### src/rtl/lsm_pkg.sv
package lsm_pkg;
  typedef enum logic [1:0] {
    ST_IDLE  = 2'd0,
    ST_XFER  = 2'd1,
    ST_EMPTY = 2'd2
  } lsm_state_e;

  localparam int LSM_LANES = 2;
  typedef logic [LSM_LANES-1:0] lsm_lane_t;
endpackage

### src/rtl/lsm_prio.sv
// Lowest-set-bit finder
module lsm_prio #(
  parameter int N  = 16,
  parameter int IW = $clog2(N)
) (
  input  logic [N-1:0]  mask_i,
  output logic          vld_o,
  output logic [IW-1:0] idx_o,
  output logic [N-1:0]  oh_o
);
  always_comb begin
    idx_o = '0;
    for (int k = N - 1; k >= 0; k--) begin
      if (mask_i[k]) idx_o = IW'(k);
    end
  end

  assign vld_o = |mask_i;
  assign oh_o  = mask_i & (~mask_i + N'(1));
endmodule

### src/rtl/lsm_beat.sv
// Plans one beat from the remaining mask and the word parity of the address
module lsm_beat
  import lsm_pkg::*;
#(
  parameter int NREG = 16,
  parameter int IW   = $clog2(NREG)
) (
  input  logic [NREG-1:0] rem_i,
  input  logic            odd_word_i,
  output lsm_lane_t       lane_o,
  output logic [IW-1:0]   idx0_o,
  output logic [IW-1:0]   idx1_o,
  output logic [NREG-1:0] rem_next_o,
  output logic            step8_o
);
  logic [NREG-1:0] chain [LSM_LANES+1];
  logic [NREG-1:0] oh    [LSM_LANES];
  logic [IW-1:0]   idx   [LSM_LANES];
  logic            vld   [LSM_LANES];

  assign chain[0] = rem_i;

  for (genvar g = 0; g < LSM_LANES; g++) begin : g_pick
    lsm_prio #(.N(NREG), .IW(IW)) i_prio (
      .mask_i (chain[g]),
      .vld_o  (vld[g]),
      .idx_o  (idx[g]),
      .oh_o   (oh[g])
    );
    assign chain[g+1] = chain[g] & ~oh[g];
  end

  always_comb begin
    idx0_o = idx[0];
    if (odd_word_i) begin
      // lone first register in the upper lane
      lane_o     = {vld[0], 1'b0};
      idx1_o     = idx[0];
      rem_next_o = chain[1];
      step8_o    = 1'b0;
    end else begin
      lane_o     = {vld[1], vld[0]};
      idx1_o     = idx[1];
      rem_next_o = chain[LSM_LANES];
      step8_o    = 1'b1;
    end
  end
endmodule

### src/rtl/lsm_seq.sv
module lsm_seq
  import lsm_pkg::*;
#(
  parameter int NREG = 16,
  parameter int AW   = 32,
  parameter int IW   = $clog2(NREG)
) (
  input  logic            clk_i,
  input  logic            rst_ni,
  input  logic            start_i,
  input  logic            store_i,
  input  logic [NREG-1:0] mask_i,
  input  logic [AW-1:0]   base_i,
  output logic            stall_o,
  output logic            done_o,
  output logic            mem_req_o,
  output logic            mem_we_o,
  output logic [AW-1:0]   mem_addr_o,
  output logic [1:0]      mem_lane_o,
  output logic [1:0]      rf_we_o,
  output logic [1:0]      rf_re_o,
  output logic [IW-1:0]   rf_idx0_o,
  output logic [IW-1:0]   rf_idx1_o
);
  localparam logic [AW-1:0] DW_MASK = ~AW'(7);

  lsm_state_e      state_q, state_d;
  logic [NREG-1:0] rem_q, rem_d, rem_next;
  logic [AW-1:0]   addr_q, addr_d;
  logic            store_q, store_d;
  lsm_lane_t       lane;
  logic            step8, xfer, last;

  lsm_beat #(.NREG(NREG), .IW(IW)) i_beat (
    .rem_i      (rem_q),
    .odd_word_i (addr_q[2]),
    .lane_o     (lane),
    .idx0_o     (rf_idx0_o),
    .idx1_o     (rf_idx1_o),
    .rem_next_o (rem_next),
    .step8_o    (step8)
  );

  assign xfer = (state_q == ST_XFER);
  assign last = (rem_next == '0);

  always_comb begin
    state_d = state_q;
    rem_d   = rem_q;
    addr_d  = addr_q;
    store_d = store_q;
    if (xfer) begin
      rem_d  = rem_next;
      addr_d = addr_q + (step8 ? AW'(8) : AW'(4));
      if (last) state_d = ST_IDLE;
    end else begin
      state_d = ST_IDLE;
      if (start_i) begin
        state_d = (mask_i == '0) ? ST_EMPTY : ST_XFER;
        rem_d   = mask_i;
        addr_d  = base_i;
        store_d = store_i;
      end
    end
  end

  always_ff @(posedge clk_i or negedge rst_ni) begin
    if (!rst_ni) begin
      state_q <= ST_IDLE;
      rem_q   <= '0;
      addr_q  <= '0;
      store_q <= 1'b0;
    end else begin
      state_q <= state_d;
      rem_q   <= rem_d;
      addr_q  <= addr_d;
      store_q <= store_d;
    end
  end

  assign mem_req_o  = xfer;
  assign mem_we_o   = xfer & store_q;
  assign mem_addr_o = addr_q & DW_MASK;
  assign mem_lane_o = xfer ? lane : 2'b00;
  assign rf_we_o    = mem_lane_o & {2{~store_q}};
  assign rf_re_o    = mem_lane_o & {2{store_q}};
  assign stall_o    = xfer & ~last;
  assign done_o     = (xfer & last) | (state_q == ST_EMPTY);
endmodule

### config.mk
export PLATFORM = sky130hd
export DESIGN_NAME = lsm_seq
export DESIGN_NICKNAME = d
export VERILOG_FILES = /design/src/rtl/lsm_pkg.sv /design/src/rtl/lsm_prio.sv /design/src/rtl/lsm_beat.sv /design/src/rtl/lsm_seq.sv
export SDC_FILE = /design/constraint.sdc
export NUM_CORES = 1
export LEC_CHECK = 0
export ABC_AREA = 1
export ABC_CLOCK_PERIOD_IN_PS = 5800
export BUFFER_PORTS_ARGS = -buffer_cell sky130_fd_sc_hd__buf_2
export CAP_MARGIN = 25
export CORE_ASPECT_RATIO = 1.2
export CORE_MARGIN = 4
export CORE_UTILIZATION = 50
export CTS_BUF_LIST = sky130_fd_sc_hd__clkbuf_16
export CTS_CLUSTER_DIAMETER = 200
export DETAILED_ROUTE_END_ITERATION = 8
export GPL_ROUTABILITY_DRIVEN = 0
export HOLD_SLACK_MARGIN = 0.06
export PLACE_DENSITY = 0.77
export SLEW_MARGIN = 10
export SYNTH_ARGS = -nofsm -noshare
export SYNTH_HDL_FRONTEND = slang
export SYNTH_SLANG_ARGS = --single-unit
### constraint.sdc
create_clock -name clk_i -period 5.8 [get_ports clk_i]
set_input_delay 0.58 -clock clk_i [delete_from_list [all_inputs] [get_ports clk_i]]
set_output_delay 0.58 -clock clk_i [all_outputs]
set_load 0.005 [all_outputs]
Yosys cells after proc, flatten, opt, wreduce, memory -nomap -nowiden
Index checks and enable logic that the tools add are counted.
W data, S select, Z words.
{"block": "classes", "addsub": 3, "eq_ne": 3, "mux": 45, "bitwise_logic": 17, "n_reduce_logical": 6}
{"op": "$mux W4", "n": 34}
{"op": "$and A16 B16 Y16", "n": 4}
{"op": "$mux W32", "n": 2}
{"op": "$not A16 Y16", "n": 4}
{"op": "$mux W16", "n": 3}
{"op": "$add A16 B1 Y16 const B", "n": 2}
{"op": "$add A32 B4 Y32", "n": 1}
{"op": "$logic_not A16 Y1", "n": 2}
{"op": "$reduce_or A16 Y1", "n": 2}
{"op": "$mux W2", "n": 6}
{"op": "$and A2 B2 Y2", "n": 2}
{"op": "$and A1 B1 Y1", "n": 3}
{"op": "$not A1 Y1", "n": 3}
{"op": "$eq A2 B1 Y1 const B", "n": 1}
{"op": "$eq A2 B2 Y1 const B", "n": 1}
{"op": "$ne A2 B1 Y1 const B", "n": 1}
{"op": "$reduce_and A2 Y1", "n": 1}
{"op": "$reduce_bool A2 Y1", "n": 1}
{"op": "$or A1 B1 Y1", "n": 1}
{"block": "totals", "ff_bits": 51, "input_bits": 52, "out_inout_bits": 50, "word_cells": 78}

Longest topological paths before layout
Gate-level depths: netlist (run 1).
{"block": "depth", "word_depth": 22, "ltp_mapped": 19, "mapped_depth_nobuf": 19}

By module
From an unflattened synthesis (run 1), not the netlist that was laid out.
{"block": "unflattened", "cells_unflattened": 784, "area_unflattened_um2": 4608.2}
{"mod": "lsm_seq", "n_inst": 1, "cells_per_inst": 524, "area_each_um2": 3469.6, "seq_area_each_um2": 1226.2}
{"mod": "lsm_prio", "n_inst": 2, "cells_per_inst": 72, "area_each_um2": 344.1, "seq_area_each_um2": 0.0}
{"mod": "lsm_beat", "n_inst": 1, "cells_per_inst": 116, "area_each_um2": 450.4, "seq_area_each_um2": 0.0}

Worst setup path before layout (run 1)
OpenSTA, ideal clock, no wires.
{"block": "synth_path", "path_type": "register -> output", "start": "register rem_q[1]", "end": "output done_o", "arrival_time_ns": 1.810, "required_ns": 5.220, "slack_ns": 3.410, "path_stages_with_launch": 14, "path_buffers": 0, "path_cell_list": "dfrtp_1 -> nor2_4 -> nand2_1 -> nor2_4 -> nor2_1 -> nor2_4 -> nand2_2 -> nor2_4 -> nand2_2 -> o21bai_1 -> nand4_1 -> nor2_1 -> nand2_1 -> o21ai_1"}
{"block": "synth_between", "elab_chain_cells": 14}
{"item": "start, declared", "line": "lsm_seq.sv:28", "rtl": "logic [NREG-1:0] rem_q, rem_d, rem_next;"}
{"item": "start signal, assigned", "line": "lsm_seq.sv:75", "rtl": "rem_q <= rem_d;"}
{"item": "$not A16 Y16", "line": "lsm_prio.sv:19", "rtl": "assign oh_o = mask_i & (~mask_i + N'(1));"}
{"item": "$add A16 B1 Y16", "line": "lsm_prio.sv:19"}
{"item": "$and A16 B16 Y16", "line": "lsm_prio.sv:19"}
{"item": "$not A16 Y16", "line": "lsm_beat.sv:30", "rtl": "assign chain[g+1] = chain[g] & ~oh[g];"}
{"item": "$and A16 B16 Y16 (*)", "line": "lsm_beat.sv:30"}
{"item": "$not A16 Y16", "line": "lsm_prio.sv:19"}
{"item": "$add A16 B1 Y16", "line": "lsm_prio.sv:19"}
{"item": "$and A16 B16 Y16", "line": "lsm_prio.sv:19"}
{"item": "$not A16 Y16", "line": "lsm_beat.sv:30"}
{"item": "$and A16 B16 Y16", "line": "lsm_beat.sv:30"}
{"item": "$mux W16 (*)", "line": "lsm_beat.sv:35", "rtl": "if (odd_word_i) begin"}
{"item": "$logic_not A16 Y1 (*)", "line": "lsm_seq.sv:45", "rtl": "assign last = (rem_next == '0);"}
{"item": "$and A1 B1 Y1 (*)", "line": "lsm_seq.sv:88", "rtl": "assign done_o = (xfer & last) | (state_q == ST_EMPTY);"}
{"item": "$or A1 B1 Y1 (*)", "line": "lsm_seq.sv:88"}
{"item": "end, declared", "line": "lsm_seq.sv:15", "rtl": "output logic done_o,"}
Mark *: on every way between the ends. The rest lies on a longest branch, timed or not.

Worst setup path in the final report (run 1)
{"block": "layout_path", "start": "register addr_q[2]", "end": "output done_o"}
{"block": "layout_between", "elab_chain_cells": 4}
{"item": "start, declared", "line": "lsm_seq.sv:29", "rtl": "logic [AW-1:0] addr_q, addr_d;"}
{"item": "start signal, assigned", "line": "lsm_seq.sv:76", "rtl": "addr_q <= addr_d;"}
{"item": "$mux W16", "line": "lsm_beat.sv:35"}
{"item": "$logic_not A16 Y1", "line": "lsm_seq.sv:45"}
{"item": "$and A1 B1 Y1", "line": "lsm_seq.sv:88"}
{"item": "$or A1 B1 Y1", "line": "lsm_seq.sv:88"}
Every way passes these cells.

==> flow_metrics.py, run 1 <==
metrics = {
    "outcome": {
        "status": "complete, no violations",
    },
    "clock_network": {
        "clock_tree.htree_level_count": 2,
        "hold_fix_buffer_count_after_cts": 0,
        "numCtsBuffers": 5,
        "clk_root_buffer_cell": "clkbuf_16",
        "cts_resized": 0,
        "worst_skew_pair.late_latency_ns": 0.28,
        "post_cts_buffers": 0,
        "post_cts_clock_slew_at_the_launch_and_capture_registers_of_the_worst_setup_and_hold_paths_ns": 0.07,
        "numClockSinks": 49,
        "cts-root-to-sink-buffers": 2,
        "tritoncts_clock_tree": "done",
    },
    "yosys": {
        "ys_seq_elements": 49,
        "yosysWarnings": 0,
        "syn_inst": 497,
        "postSynth.asyncResetShare": 1.00,
        "netlist-cell-type-count": 44,
        "synth_edf_count": 0,
        "dominant_combinational_cell_family_by_area_after_synthesis": "simple AND/OR/NAND/NOR gates",
        "synthFlopType": "dfrtp_1",
        "synth_compound_area_frac": 0.199,
        "syn_avg_cell_area_um2": 7.12,
        "yosys.area_share.simple": 0.345,
        "seq_area_frac_synth": 0.346,
        "synth_area_mm2": 0.00354,
        "multiplexer_fraction_of_the_synthesized_cell_area": 0,
        "post_synth_xor_area_fraction": 0.00742,
        "synth-adder-area-share": 0.00707,
    },
    "global_routing": {
        "groute.usage.overall": 0.231,
        "grt_antenna_before_repair": 0,
        "via_count_of_the_first_global_routing_pass": 3583,
        "wire_length_of_the_first_global_routing_pass_mm": 16.2,
        "grt.overflow.total": 0,
        "grt_max_degree": 50,
    },
    "timing": {
        "timing.final.crit_period_ns": 3.26,
        "setup_tns_ns": 0,
        "final_min_period_over_clock_period": 0.562,
        "setup_repair_after_global_routing_missed_its_margin": "no",
        "hold_violations": 0,
        "finClkSkew_ns": 0.00275,
        "final.setup.worst_slack_ns": 2.54,
        "setup-violations-final": 0,
        "max_slew.worst_pin.slew_ns": 0.874,
        "max_freq_ghz": 0.307,
        "final-max-slew-violation-count": 0,
        "worst_slew_margin_rel": 0.417,
    },
    "drt": {
        "postRouteAntennaNets": 0,
        "route.detailed.wl_per_inst_um": 14.2,
        "number_of_vias_in_the_routed_layout": 3708,
        "postRouteWirelength_mm": 9.64,
        "drt-vias-per-instance": 5.47,
        "wl_met2_mm": 4.85,
        "drt_pre_antenna_iters": 5,
        "met3WireLength_um": 617,
        "post-route-drc-count": 0,
        "drt_first_iter_violations": 162,
        "routed_length_on_met1_mm": 4.03,
        "topRoutingLayerUsed": "met4",
    },
    "worst_setup_path": {
        "cp.required_ns": 5.22,
        "cpPeakStageDelay_ns": 0.54,
        "worst_setup_path_end_kind": "output pin",
        "crit_path_max_fanout": 10,
        "timing_worst_setup_path_type": "flip-flop to output pin",
        "worst_ep_arrival_time_ns": 2.68,
        "cell_chain_of_the_critical_path": "inv_2 > nand2_1 > nor2_1 > nand2_1 > nor2_4 > nand2_2 > o21bai_1 > nand4_1 > nor2_1 > nand2_1 > o21ai_1 > buf_2",
        "setup.worst_path.start": "addr_q[2]",
        "worst_path_max_delay_cell": "dfrtp_1",
        "launch_instance_of_the_worst_register_to_register_path": "addr_q[2]",
        "worst_path_most_repeated_cell": "nand2_1",
        "cp_startpoint_kind": "flip-flop",
    },
    "pwr": {
        "power_density_mw_per_mm2": 543,
        "swShare": 0.483,
        "sequentialPowerShare": 0.280,
        "static-leakage-power_nw": 2.14,
        "p_comb_frac": 0.580,
        "power_frac_clock": 0.140,
        "irDropWorstVdd_v": 0.000260,
        "internal_power_mw": 1.20,
        "power.switching_mw": 1.12,
    },
    "finish": {
        "final_common_cell": "nand2_1",
        "nets": 644,
        "area_growth_syn_to_layout_pct": 20.6,
        "final_cell_mix": "nand2_1, buf_2, inv_1",
        "num_antenna_cells": 0,
        "drive_above_1_share": 0.255,
    },
    "floorplanning": {
        "placeableCoreArea_mm2": 0.00685,
        "dieArea_mm2": 0.00849,
        "design.portCount": 102,
        "chipWidth_um": 84.8,
        "dieHeight_um": 100,
        "std_cell_rows": 33,
        "initial_cell_density_of_the_core": 0.516,
    },
    "place": {
        "hpwl_mm": 7.25,
        "detailedPlace.worstSlack_ns": 2.84,
        "io_buffer_count": 96,
    },
    "hold_path": {
        "hold_path.class": "input pin to async pin",
    },
    "run": {
        "max-cap-violations": 0,
    },
}
[cells in the mapped netlist (8+ instances only)]
cell	count	area, µm²
nand2_1	133	499
inv_1	61	229
dfrtp_1	49	1230
nor2_1	47	176
nand3_1	24	120
o211ai_1	24	180
o21ai_0	18	90.1
a21oi_1	16	80.1
o221ai_1	14	123
clkbuf_1	12	45.0
nand2_2	10	62.6
nor3_1	10	50.1
nor2_4	9	101
o21ai_1	8	40.0
[logic make-up (layout without fill, tap and decap cells)]
family          Yosys count  in the layout
flops                    49             49
simple gates            256            256
other cells               1              3
xor+xnor                  3              3
compound gates          103            103
buf+inv                  83            175
fa+ha+maj                 2              2
[metal layers]
layer | GRT usage | vias to the layer above
met3 | 0.0452 | 9
met1 | 0.285 | 1747
met4 | 0.0682 | 0
met2 | 0.410 | 99
met5 | 0 | -
li1 | - | 1853
[state kept, by name (all words and copies together), names as in the netlist]
name,flops
store_q,1
addr_q,30
state_q,2
rem_q,16
[final cells by class]
class	count	area, µm²
fillers	640	2580
multi-input cells	367	1990
flip-flops and latches	49	1230
repair buffers	101	538
inverters	66	248
clock buffers	5	125
well taps	87	109
clock inverters	3	37.5
[power by group through the flow]
stage	sequential [mW]	combinational [mW]	clock, mW
after global routing	0.672	1.53	0.342
after detailed placement	0.651	1.34	0
final	0.650	1.35	0.324
after global placement	0.645	1.31	0
after CTS	0.646	1.35	0.328
after floorplan	0.629	0.907	0
[worst paths after layout]
| check | end | slack [ns] | cells past startpoint |
|---|---|---|---|
| worst min register to register | addr_q[14] | 0.55 | 2 |
| min in group clk_i | addr_q[2] | 0.51 | 3 |
| max in group asynchronous | rem_q[9] | 4.98 | 2 |
| worst max-delay path | done_o | 2.54 | 12 |
| worst max register to register | addr_q[29] | 2.99 | 14 |
| worst min-delay path | addr_q[29] | 0.39 | 2 |
[per-stage QoR]
| step | total power [mW] | hold WS, ns | instances | util | cell area [µm²] |
|---|---|---|---|---|---|
| global route | 2.54 | 0.466 | 678 | 0.623 | 4270 |
| floorplan | 1.54 | 0.284 | 499 | - | 3550 |
| CTS | 2.33 | 0.422 | 678 | 0.623 | 4270 |
| global placement | 1.95 | 0.520 | 669 | 0.595 | 4080 |
| finish | 2.32 | 0.394 | 678 | 0.623 | 4270 |
| detailed placement | 2.00 | 0.530 | 670 | 0.599 | 4110 |
[worst max-delay path, delay by kind of cell (launching register included)]
kind	cells	cell delay, ns
AOI/OAI and AO/OA	2	0.38
buffers and inverters	2	0.32
DFF	1	0.54
and+or+nand+nor	8	1.15
Note: power is estimated with default switching activity, not from simulation.
==> run 2, diff against run 1 <==
--- a/config.mk
+++ b/config.mk
@@ -5,19 +5,19 @@
 export SDC_FILE = /design/constraint.sdc
 export NUM_CORES = 1
 export LEC_CHECK = 0
-export ABC_AREA = 1
-export ABC_CLOCK_PERIOD_IN_PS = 5800
+export ABC_AREA = 0
+export ABC_CLOCK_PERIOD_IN_PS = 2700
 export BUFFER_PORTS_ARGS = -buffer_cell sky130_fd_sc_hd__buf_2
 export CAP_MARGIN = 25
 export CORE_ASPECT_RATIO = 1.2
 export CORE_MARGIN = 4
-export CORE_UTILIZATION = 50
+export CORE_UTILIZATION = 49
 export CTS_BUF_LIST = sky130_fd_sc_hd__clkbuf_16
 export CTS_CLUSTER_DIAMETER = 200
 export DETAILED_ROUTE_END_ITERATION = 8
 export GPL_ROUTABILITY_DRIVEN = 0
 export HOLD_SLACK_MARGIN = 0.06
-export PLACE_DENSITY = 0.77
+export PLACE_DENSITY = 0.78
 export SLEW_MARGIN = 10
 export SYNTH_ARGS = -nofsm -noshare
 export SYNTH_HDL_FRONTEND = slang
==> constraint.sdc (replaced) <==
create_clock -name clk_i -period 2.7 [get_ports clk_i]
set_input_delay 0.27 -clock clk_i [delete_from_list [all_inputs] [get_ports clk_i]]
set_output_delay 0.27 -clock clk_i [all_outputs]
set_load 0.005 [all_outputs]
==> run 2 against run 1 <==
The run now ends with setup timing left. Register-to-register slack lost 2.9 ns. Clock power increased by 85%. Via count rose by 20%. Die area increased by 9.0%. Critical path depth fell by 2. Worst hold slack worse by 0.21 ns. Clock skew is 0.00089 ns higher. Utilization increased by 3.9 points. Global-route usage increased by 3.7 points. Total power rose to 2.6 times the previous value. Setup slack worse by 2.8 ns. Cell area grew 15%. Largest cell class unchanged. Largest power group unchanged.
==> flow_metrics.py, run 2 <==
metrics = {
    "outcome": {
        "status": "complete, but fails checks",
        "violations": "setup timing",
    },
    "pwr": {
        "power.switching_mw": 2.84,
        "total_power_mw": 5.95,
        "static-leakage-power_nw": 2.18,
        "swShare": 0.478,
        "irDropWorstVdd_v": 0.000677,
        "power_frac_clock": 0.101,
        "power_density_mw_per_mm2": 1210,
        "internal_power_mw": 3.11,
        "p_comb_frac": 0.649,
        "sequentialPowerShare": 0.250,
    },
    "timing": {
        "hold_violations": 0,
        "finClkSkew_ns": 0.00364,
        "max_slew.worst_pin.slew_ns": 0.824,
        "final-max-slew-violation-count": 0,
        "final.setup.worst_slack_ns": -0.260,
        "final_min_period_over_clock_period": 1.10,
        "worst_hold_slack_ns": 0.188,
        "max_freq_ghz": 0.338,
        "setup-violations-final": 8,
        "setup_repair_after_global_routing_missed_its_margin": "yes",
        "timing.final.crit_period_ns": 2.96,
        "worst_slew_margin_rel": 0.449,
    },
    "clock_network": {
        "cts-root-to-sink-buffers": 2,
        "numCtsBuffers": 5,
        "worst_skew_pair.late_latency_ns": 0.29,
        "numClockSinks": 49,
        "tritoncts_clock_tree": "done",
        "clock_tree.htree_level_count": 2,
        "clk_root_buffer_cell": "clkbuf_16",
        "post_cts_clock_slew_at_the_launch_and_capture_registers_of_the_worst_setup_and_hold_paths_ns": 0.06,
    },
    "worst_setup_path": {
        "ff2ff_setup_slack_ns": 0.10,
        "launch_instance_of_the_worst_register_to_register_path": "rem_q[3]",
        "timing_worst_setup_path_type": "flip-flop to output pin",
        "worst_setup_path_end_kind": "output pin",
        "critical_path.reg2reg.endpoint": "rem_q[15]",
        "worst_ep_arrival_time_ns": 2.69,
        "cp_startpoint_kind": "flip-flop",
        "worstRegToRegCells": 10,
        "crit_path_max_fanout": 8,
        "cp.required_ns": 2.43,
    },
    "finish": {
        "finish.utilization": 0.662,
        "drive_above_1_share": 0.322,
        "final_cell_mix": "buf_2, nor2_1, buf_4",
        "final_common_cell": "buf_2",
        "final_standard_cell_area_without_fillers_mm2": 0.00490,
        "nets": 669,
        "area_growth_syn_to_layout_pct": 28.7,
        "max_ffs_per_register": 30,
        "num_antenna_cells": 0,
        "seqCellArea_mm2": 0.00123,
        "regMostFlops": "addr_q",
        "multi_input_comb_area_mm2": 0.00244,
        "n_fill_cell": 643,
        "top_regs": "addr_q (30), rem_q (16), state_q (2)",
    },
    "global_routing": {
        "grt_antenna_before_repair": 0,
        "groute.usage.overall": 0.268,
        "via_count_of_the_first_global_routing_pass": 4242,
        "grt_max_degree": 42,
        "wire_length_of_the_first_global_routing_pass_mm": 20.3,
        "grt.overflow.total": 0,
    },
    "yosys": {
        "syn_inst": 490,
        "yosys.area.top_type_share": 0.322,
        "yosys.area_share.simple": 0.263,
        "synthFlopType": "dfrtp_1",
        "dominant_combinational_cell_family_by_area_after_synthesis": "compound AO/OA/AOI/OAI gates",
        "synth_compound_area_frac": 0.306,
        "synth_area_mm2": 0.00381,
        "netlist-cell-type-count": 75,
        "syn_avg_cell_area_um2": 7.78,
        "yosys-top-cells-count": "nor2_1, dfrtp_1, nand2_1, a21oi_1, clkbuf_1",
        "synth_area_leaders": "dfrtp_1, nor2_1, a21oi_1",
        "synth-adder-area-share": 0.0253,
        "seq_area_frac_synth": 0.322,
        "post_synth_xor_area_fraction": 0.00919,
        "synth_edf_count": 0,
        "synthDominantAreaCellType": "dfrtp_1",
        "yosysWarnings": 0,
        "multiplexer_fraction_of_the_synthesized_cell_area": 0.0158,
        "ys_seq_elements": 49,
        "yosysMostFrequentCell": "nor2_1",
        "postSynth.asyncResetShare": 1.00,
    },
    "drt": {
        "drt-vias-per-instance": 6.32,
        "route.detailed.wl_per_inst_um": 17.8,
        "post-route-drc-count": 0,
        "number_of_vias_in_the_routed_layout": 4454,
        "drt_first_iter_violations": 378,
        "postRouteAntennaNets": 0,
        "drt_pre_antenna_iters": 5,
        "postRouteWirelength_mm": 12.5,
    },
    "hold_path": {
        "min_from": "store_i",
        "timing.hold.worst_endpoint": "store_q",
        "hold_path.class": "input pin to flip-flop",
        "whs_path_depth": 3,
    },
    "place": {
        "detailedPlace.worstSlack_ns": 0.00765,
        "hpwl_mm": 9.13,
        "io_buffer_count": 96,
        "placed_instance_area_mm2": 0.00461,
    },
    "floorplanning": {
        "design.portCount": 102,
        "initial_cell_density_of_the_core": 0.515,
        "dieHeight_um": 105,
        "placeableCoreArea_mm2": 0.00740,
        "chipWidth_um": 88.5,
        "dieArea_mm2": 0.00926,
        "std_cell_rows": 34,
    },
    "run": {
        "max-cap-violations": 0,
    },
}
## run 2: cell count changes after synthesis, moves of 8 or more
cell / previous run / this run
nor2_1: 47 / 61
a211oi_1: 1 / 13
o221ai_1: 14 / 1
clkbuf_1: 12 / 30
o21ai_0: 18 / 27
nor3_1: 10 / 20
nand2_2: 10 / 2
inv_1: 61 / 12
nor4_1: 2 / 10
a21oi_1: 16 / 39
nor2_4: 9 / 0
nand2_1: 133 / 40
o211ai_1: 24 / 0
## run 2: cells by family (layout without fill, tap and decap cells)
logic type / Yosys count / after routing
and+or+nand+nor: 202 / 202
AOI/OAI and AO/OA: 166 / 166
buffers and inverters: 53 / 176
DFF: 49 / 49
adders and majority gates: 9 / 9
muxes: 6 / 6
xor gates and xnor gates: 4 / 4
other: 1 / 3
## run 2: layout make-up
class,count,area share
inverter,12,0.00919
timing repair buffer,157,0.193
clock buffer,5,0.0255
tap,90,0.0230
sequential,49,0.251
clock inverter,2,0.00153
multi-input combinational,390,0.498
## run 2: worst max-delay path by stage
stage	from	to	depth (start not counted)
global route	rem_q[3]	done_o	8
CTS	rem_q[3]	done_o	8
finish	rem_q[3]	done_o	10
global placement	rem_q[1]	rf_we_o[1]	9
floorplan	rem_q[5]	done_o	8
detailed placement	rem_q[3]	done_o	9
## run 2: per-stage QoR
step / TNS, ns / cells
6_report: -1.20 / 705
5_1_grt: -1.96 / 705
4_1_cts: -0.758 / 702
3_5_place_dp: 0 / 687
3_3_place_gp: 0 / 687
2_1_floorplan: 0 / 492
## run 2: power by group through the flow
stage	registers, mW	clock network [mW]	logic [mW]
after detailed placement	1.47	0	3.60
after global placement	1.45	0	3.50
after floorplan	1.35	0	2.34
after global routing	1.55	0.633	4.21
final	1.49	0.599	3.86
after CTS	1.47	0.601	3.76
## run 2: per-layer routing
metal	vias up	track usage	share of wire
li1	2073	-	-
met1	2098	0.342	0.39
met2	254	0.456	0.51
met3	29	0.0378	0.080
met4	0	0.0950	0.023
met5	-	0	0
## run 2: worst max-delay path, cell delays in order (launching register included)
cell and delay (ns):
dfrtp_1 0.43, buf_4 0.16, nor4_2 0.38, maj3_2 0.31, o21ai_2 0.13, buf_4 0.18
a211oi_4 0.26, o21bai_1 0.09, nand4_1 0.15, a41o_1 0.19, buf_2 0.11
## run 2: timing repair
action | in CTS | in global routing
setup buffers | 7 | 3
hold endpoints to repair | 22 | 0
hold buffers | 1 | 0
setup endpoints to repair | 7 | 10
pin swaps | 6 | 3
resized for setup | 13 | 8
